===== src/rtl/brsq_pkg.sv =====
package brsq_pkg;
   // Number of pipeline registers tracked (IF/ID, ID/EX, EX/MEM, MEM/WB)
   localparam int NUM_PREGS = 4;
   // Instructions fetched behind a branch resolved in EX
   localparam int SHADOW_LEN = 3;

   typedef enum logic [1:0] {
      PR_IFID  = 2'd0,
      PR_IDEX  = 2'd1,
      PR_EXMEM = 2'd2,
      PR_MEMWB = 2'd3
   } preg_e;

   typedef struct packed {
      logic store;
      logic regwr;
   } op_tag_t;

   function automatic bit is_pow2(input int v);
      return (v > 0) && ((v & (v - 1)) == 0);
   endfunction
endpackage


===== src/rtl/brsq_pc_gen.sv =====
module brsq_pc_gen
   import brsq_pkg::*;
#(
   parameter int          ADDR_W       = 32,
   parameter int          STEP         = 4,
   parameter logic [31:0] RESET_PC     = 32'h0,
   parameter bit          ALIGN_TARGET = 1'b0
) (
   input  logic              clk,
   input  logic              rst_n,
   input  logic              redirect,
   input  logic [ADDR_W-1:0] target,
   output logic [ADDR_W-1:0] pc
);
   localparam int                ALN      = $clog2(STEP);
   localparam logic [ADDR_W-1:0] STEP_V   = ADDR_W'(STEP);
   localparam logic [ADDR_W-1:0] RST_V    = ADDR_W'(RESET_PC);

   logic [ADDR_W-1:0] tgt_eff;
   logic [ADDR_W-1:0] pc_nxt;

   generate
      if (ADDR_W < 8 || ADDR_W > 64) begin : g_bad_w
         $error("brsq_pc_gen: ADDR_W out of range");
      end
      if (!is_pow2(STEP) || STEP < 2) begin : g_bad_step
         $error("brsq_pc_gen: STEP must be a power of two >= 2");
      end
      if ((RESET_PC % STEP) != 0) begin : g_bad_rst
         $error("brsq_pc_gen: RESET_PC not aligned to STEP");
      end

      if (ALIGN_TARGET) begin : g_align
         always_comb tgt_eff = {target[ADDR_W-1:ALN], {ALN{1'b0}}};
      end else begin : g_raw
         always_comb tgt_eff = target;
      end
   endgenerate

   always_comb begin
      pc_nxt = pc + STEP_V;
      if (redirect) pc_nxt = tgt_eff;
   end

   always_ff @(posedge clk or negedge rst_n) begin
      if (!rst_n) pc <= RST_V;
      else        pc <= pc_nxt;
   end


   seq_step_chk: assert property (@(posedge clk) disable iff (!rst_n)
      !redirect |=> (pc == $past(pc) + STEP_V));


   redirect_load_chk: assert property (@(posedge clk) disable iff (!rst_n)
      redirect |=> (pc == $past(tgt_eff)));
endmodule


===== src/rtl/brsq_valid_pipe.sv =====
module brsq_valid_pipe
   import brsq_pkg::*;
#(
   parameter int NSTG  = NUM_PREGS,
   parameter int NKILL = SHADOW_LEN
) (
   input  logic            clk,
   input  logic            rst_n,
   input  logic            kill,
   output logic [NSTG-1:0] valid
);
   generate
      if (NKILL < 1 || NKILL >= NSTG) begin : g_bad_kill
         $error("brsq_valid_pipe: NKILL must be in 1..NSTG-1");
      end

      for (genvar s = 0; s < NSTG; s++) begin : g_stage
         logic v_in;
         if (s == 0) begin : g_head
            // A fresh fetch is always live unless it is in the shadow
            always_comb v_in = ~kill;
         end else if (s < NKILL) begin : g_shadow
            always_comb v_in = valid[s-1] & ~kill;
         end else begin : g_safe
            always_comb v_in = valid[s-1];
         end

         always_ff @(posedge clk or negedge rst_n) begin
            if (!rst_n) valid[s] <= 1'b0;
            else        valid[s] <= v_in;
         end
      end
   endgenerate


   shadow_clear_chk: assert property (@(posedge clk) disable iff (!rst_n)
      kill |=> (valid[NKILL-1:0] == '0));


   tail_pass_chk: assert property (@(posedge clk) disable iff (!rst_n)
      1'b1 |=> (valid[NKILL] == $past(valid[NKILL-1])));
endmodule


===== src/rtl/brsq_exmem_reg.sv =====
module brsq_exmem_reg
   import brsq_pkg::*;
#(
   parameter int ADDR_W = 32
) (
   input  logic              clk,
   input  logic              rst_n,
   input  logic              ex_valid,
   input  logic              ex_branch,
   input  logic              ex_cond,
   input  logic [ADDR_W-1:0] ex_target,
   input  op_tag_t           ex_tag,
   output logic              taken,
   output logic [ADDR_W-1:0] target,
   output op_tag_t           tag
);
   logic resolve_taken;

   // The taken flag itself marks the current EX occupant as a shadow
   always_comb resolve_taken = ex_valid & ex_branch & ex_cond & ~taken;

   always_ff @(posedge clk or negedge rst_n) begin
      if (!rst_n) begin
         taken  <= 1'b0;
         target <= '0;
         tag    <= '0;
      end else begin
         taken  <= resolve_taken;
         target <= ex_target;
         tag    <= ex_tag;
      end
   end


   flag_set_chk: assert property (@(posedge clk) disable iff (!rst_n)
      (ex_valid && ex_branch && ex_cond && !taken) |=>
         (taken && target == $past(ex_target)));


   flag_pulse_chk: assert property (@(posedge clk) disable iff (!rst_n)
      taken |=> !taken);


   no_live_flag_chk: assert property (@(posedge clk) disable iff (!rst_n)
      !ex_valid |=> !taken);
endmodule


===== src/rtl/brsq_ctrl.sv =====
module brsq_ctrl
   import brsq_pkg::*;
#(
   parameter int          ADDR_W       = 32,
   parameter int          STEP         = 4,
   parameter logic [31:0] RESET_PC     = 32'h0,
   parameter bit          ALIGN_TARGET = 1'b0
) (
   input  logic              clk,
   input  logic              rst_n,
   input  logic              ex_branch,
   input  logic              ex_cond,
   input  logic [ADDR_W-1:0] ex_target,
   input  logic              ex_store,
   input  logic              ex_regwr,
   output logic [ADDR_W-1:0] pc,
   output logic              squash,
   output logic              ifid_valid,
   output logic              idex_valid,
   output logic              exmem_valid,
   output logic              memwb_valid,
   output logic              exmem_taken,
   output logic [ADDR_W-1:0] exmem_target,
   output logic              mem_we,
   output logic              reg_we
);
   logic [NUM_PREGS-1:0] vbits;
   op_tag_t              ex_tag;
   op_tag_t              em_tag;
   logic                 mw_regwr;

   always_comb begin
      ex_tag.store = ex_store;
      ex_tag.regwr = ex_regwr;
   end

   brsq_pc_gen #(
      .ADDR_W      (ADDR_W),
      .STEP        (STEP),
      .RESET_PC    (RESET_PC),
      .ALIGN_TARGET(ALIGN_TARGET)
   ) i_pc (
      .clk     (clk),
      .rst_n   (rst_n),
      .redirect(exmem_taken),
      .target  (exmem_target),
      .pc      (pc)
   );

   brsq_valid_pipe #(
      .NSTG (NUM_PREGS),
      .NKILL(SHADOW_LEN)
   ) i_vld (
      .clk  (clk),
      .rst_n(rst_n),
      .kill (exmem_taken),
      .valid(vbits)
   );

   brsq_exmem_reg #(
      .ADDR_W(ADDR_W)
   ) i_exmem (
      .clk      (clk),
      .rst_n    (rst_n),
      .ex_valid (vbits[PR_IDEX]),
      .ex_branch(ex_branch),
      .ex_cond  (ex_cond),
      .ex_target(ex_target),
      .ex_tag   (ex_tag),
      .taken    (exmem_taken),
      .target   (exmem_target),
      .tag      (em_tag)
   );

   always_ff @(posedge clk or negedge rst_n) begin
      if (!rst_n) mw_regwr <= 1'b0;
      else        mw_regwr <= em_tag.regwr;
   end

   always_comb begin
      squash      = exmem_taken;
      ifid_valid  = vbits[PR_IFID];
      idex_valid  = vbits[PR_IDEX];
      exmem_valid = vbits[PR_EXMEM];
      memwb_valid = vbits[PR_MEMWB];
      mem_we      = vbits[PR_EXMEM] & em_tag.store;
      reg_we      = vbits[PR_MEMWB] & mw_regwr;
   end


   shadow_store_chk: assert property (@(posedge clk) disable iff (!rst_n)
      exmem_taken |=> !mem_we);


   shadow_wb_chk: assert property (@(posedge clk) disable iff (!rst_n)
      exmem_taken |-> ##2 !reg_we);


   no_taken_keep_chk: assert property (@(posedge clk) disable iff (!rst_n)
      (!exmem_taken && ifid_valid) |=> idex_valid);
endmodule


===== config.mk =====
export PLATFORM = sky130hd
export DESIGN_NAME = brsq_ctrl
export DESIGN_NICKNAME = d
export VERILOG_FILES = /design/src/rtl/brsq_pkg.sv /design/src/rtl/brsq_pc_gen.sv /design/src/rtl/brsq_valid_pipe.sv /design/src/rtl/brsq_exmem_reg.sv /design/src/rtl/brsq_ctrl.sv
export SDC_FILE = /design/constraint.sdc
export NUM_CORES = 1
export LEC_CHECK = 0
export CORE_ASPECT_RATIO = 0.7
export CORE_MARGIN = 8
export CORE_UTILIZATION = 41
export DETAILED_ROUTE_END_ITERATION = 8
export PLACE_DENSITY = 0.76
export SETUP_SLACK_MARGIN = 0.15
export SYNTH_ARGS = -nofsm -noshare
export SYNTH_HDL_FRONTEND = slang
export SYNTH_SLANG_ARGS = --single-unit

===== constraint.sdc =====
create_clock -name clk -period 4.6 [get_ports clk]
set_input_delay 0.69 -clock clk [delete_from_list [all_inputs] [get_ports clk]]
set_output_delay 0.69 -clock clk [all_outputs]
set_load 0.05 [all_outputs]

==> flow_summary.toml <==
[status]
status = "completed"

[setup_path]
crit_path_max_fanout = 38
crit_path_top_delay_cell = "clkdlybuf4s50_1"
r2r_cells = 5
setup.worst_path.class = "flip-flop to output port"
cp_cell_sequence = "buf_4 > clkdlybuf4s50_1"
slowest_delay_ns = 0.89
endpoint_kind = "output port"
worstSetupStartpointType = "flip-flop"
rrSetupSlack_ns = 2.15
required_ns = 3.91
arrival_ns = 1.87

[cts]
postCtsSetupRepairBufs = 0
worstSkewPairLatency_ns = 0.34
cts_resized = 0
cts-root-buf = "clkbuf_8"
cts_tree = "yes"
clockBufferDepth = 2
clk_pin_slew_ns = 0.07
cts_sinks = 72
htreeDepth = 3
cts_hold_buffers = 0
cts_buffers = 9

[floorplan]
die_w_microns = 115
start_util_pct = 41.9
die_area_sq_mm = 0.00979
rows = 25
io_pins = 110
die_height_microns = 85.2
coreArea_sq_mm = 0.00669

[grt]
grt_pass1_vias = 2243
grt_usage_pct = 15.6
overflow = 0
grt_max_degree = 73
grt_pass1_wl_microns = 11900
antenna_found_initial = 0

[timing]
fin_tns_setup_ns = 0
fmax_ghz = 0.390
setup_viol = 0
slew_headroom_pct = 40.1
period_minus_slack_ns = 2.56
finalHoldViolCount = 0
fin_skew_ns = 0.00666
rsz0062_at_grt = "no"
min_period_over_period_pct = 55.7
hold-worst-slack_ns = 0.356
worstMarginPinSlew_ns = 0.899
drv_slew = 0

[cells_and_area]
diodes = 0
areaGrowthSynthToFinish_pct = 48.1
final_common_cell = "clkdlybuf4s50_1"
nets = 390
drive_gt1_share_pct = 6.74
final_cell_mix = "clkdlybuf4s50_1, dfrtp_1, nand2_1, o21ai_0, nor2_1"

[place]
hpwlAfterDp_microns = 5590
numPortBuffers = 109
gp_congestion = 0.806

[worst_hold_path]
min_path_cells = 0
holdCritPathClass = "flip-flop to flip-flop"

[detailed_routing]
wirelength_microns = 7560
drtPass1Iterations = 4
drt_iter0_drc = 114
vias_per_cell = 5.04
antenna_left = 0
wl_per_cell_microns = 16.8
vias = 2269
drc = 0

[power_and_ir_drop]
ir_drop_mv = 0.241
power.leakage_nw = 1.61
power_density_mw_per_mm2 = 522

[synth]
synth-seq-cells = 72
synthTopCellsByArea = "dfrtp_1, o21ai_0, a31oi_1, nand2_1, xnor2_1"
yosysTopAreaCellShare_pct = 64.2
synth_largest_area_cell = "dfrtp_1"
synthesis.nets = 282
syn_inst = 243
avgSynthCellArea_sq_um = 11.5
netlist_area_sq_mm = 0.00281
yosysWarnings = 0
ys_seq_area_share_pct = 64.2
ys_types = 31

[job]
drv_cap = 0
per-stage QoR:
stage | setup WS (ns) | util (%) | power, W | cells | instance area (sq um)
after CTS | 2.00 | 62.1 | 0.00220 | 450 | 4160
final | 2.04 | 62.1 | 0.00217 | 450 | 4160
after floorplan | 2.04 | - | 0.00136 | 243 | 2810
after global placement | 2.30 | 59.0 | 0.00166 | 434 | 3950
after detailed placement | 2.16 | 59.0 | 0.00168 | 434 | 3950
after global routing | 1.95 | 62.1 | 0.00227 | 450 | 4160
cells in the mapped netlist:
master / count
buf_6: 1
or4_1: 8
nor2_1: 16
ha_1: 1
xor2_1: 4
buf_4: 2
o211ai_1: 1
nor4_1: 3
and2_1: 3
mux2_2: 3
xnor2_1: 9
nor3_1: 1
nand4b_1: 2
and3_1: 6
and2_0: 1
nand3_1: 11
o31ai_1: 5
dlygate4sd1_1: 1
and4_2: 1
clkbuf_1: 7
nor2b_1: 2
nand2_1: 23
a31oi_1: 14
or3_1: 6
or3_2: 1
inv_1: 4
dfrtp_1: 72
buf_2: 2
o21ai_0: 23
nand4_4: 1
nand4_1: 9
worst max-delay path: cells and delay by family (launching register included):
kind | cells | cell delay, ns
buffers and inverters | 2 | 1.21
DFF | 1 | 0.32
sequential cells by signal (all words and copies together), names as in the netlist:
signal              count
i_exmem.target         32
i_pc.pc                32
i_vld.valid             3
i_exmem.tag             2
i_exmem.taken           1
i_vld.g_stage.v_in      1
mw_regwr                1
final timing paths:
| kind | startpoint | end |
|---|---|---|
| max | i_exmem.taken | exmem_taken |
| min | i_exmem.tag[0] | mw_regwr |
| max reg2reg | i_pc.pc[2] | i_pc.pc[30] |
| min reg2reg | i_exmem.tag[0] | mw_regwr |
| max in group asynchronous | rst_n | i_pc.pc[23] |
| min in group asynchronous | rst_n | i_exmem.target[27] |
layer usage:
layer / global-route usage (%) / share of wire, %
met4: 4.39 / 0.98
met2: 22.5 / 43
met3: 7.30 / 9.5
met1: 20.5 / 46
met5: 0 / 0
power breakdown:
| part | total (W) | internal, W | leakage [nW] | switching (W) |
|---|---|---|---|---|
| combinational | 0.000796 | 0.000274 | 0.672 | 0.000521 |
| clock | 0.000508 | 0.000278 | 0.101 | 0.000230 |
| sequential | 0.000864 | 0.000731 | 0.836 | 0.000132 |
cell families after synthesis:
| logic type | count (synthesis) | share of synthesized area (%) |
|---|---|---|
| AND/OR/NAND/NOR | 94 | 18.2 |
| flip-flops | 72 | 64.2 |
| AO/OA/AOI/OAI | 43 | 8.83 |
| buffers and inverters | 17 | 3.08 |
| XOR/XNOR | 13 | 4.06 |
| multiplexers | 3 | 1.20 |
| adder cells (fa/ha/maj) | 1 | 0.446 |
cell type report:
class | count | area [sq um]
Clock buffer | 11 | 151
Clock inverter | 5 | 55.1
Fill cell | 561 | 2540
Inverter | 4 | 15.0
Multi-Input combinational cell | 154 | 918
Sequential cell | 72 | 1800
Tap cell | 94 | 118
Timing Repair Buffer | 110 | 1100
No activity file was read; power rests on OpenSTA's default activity.
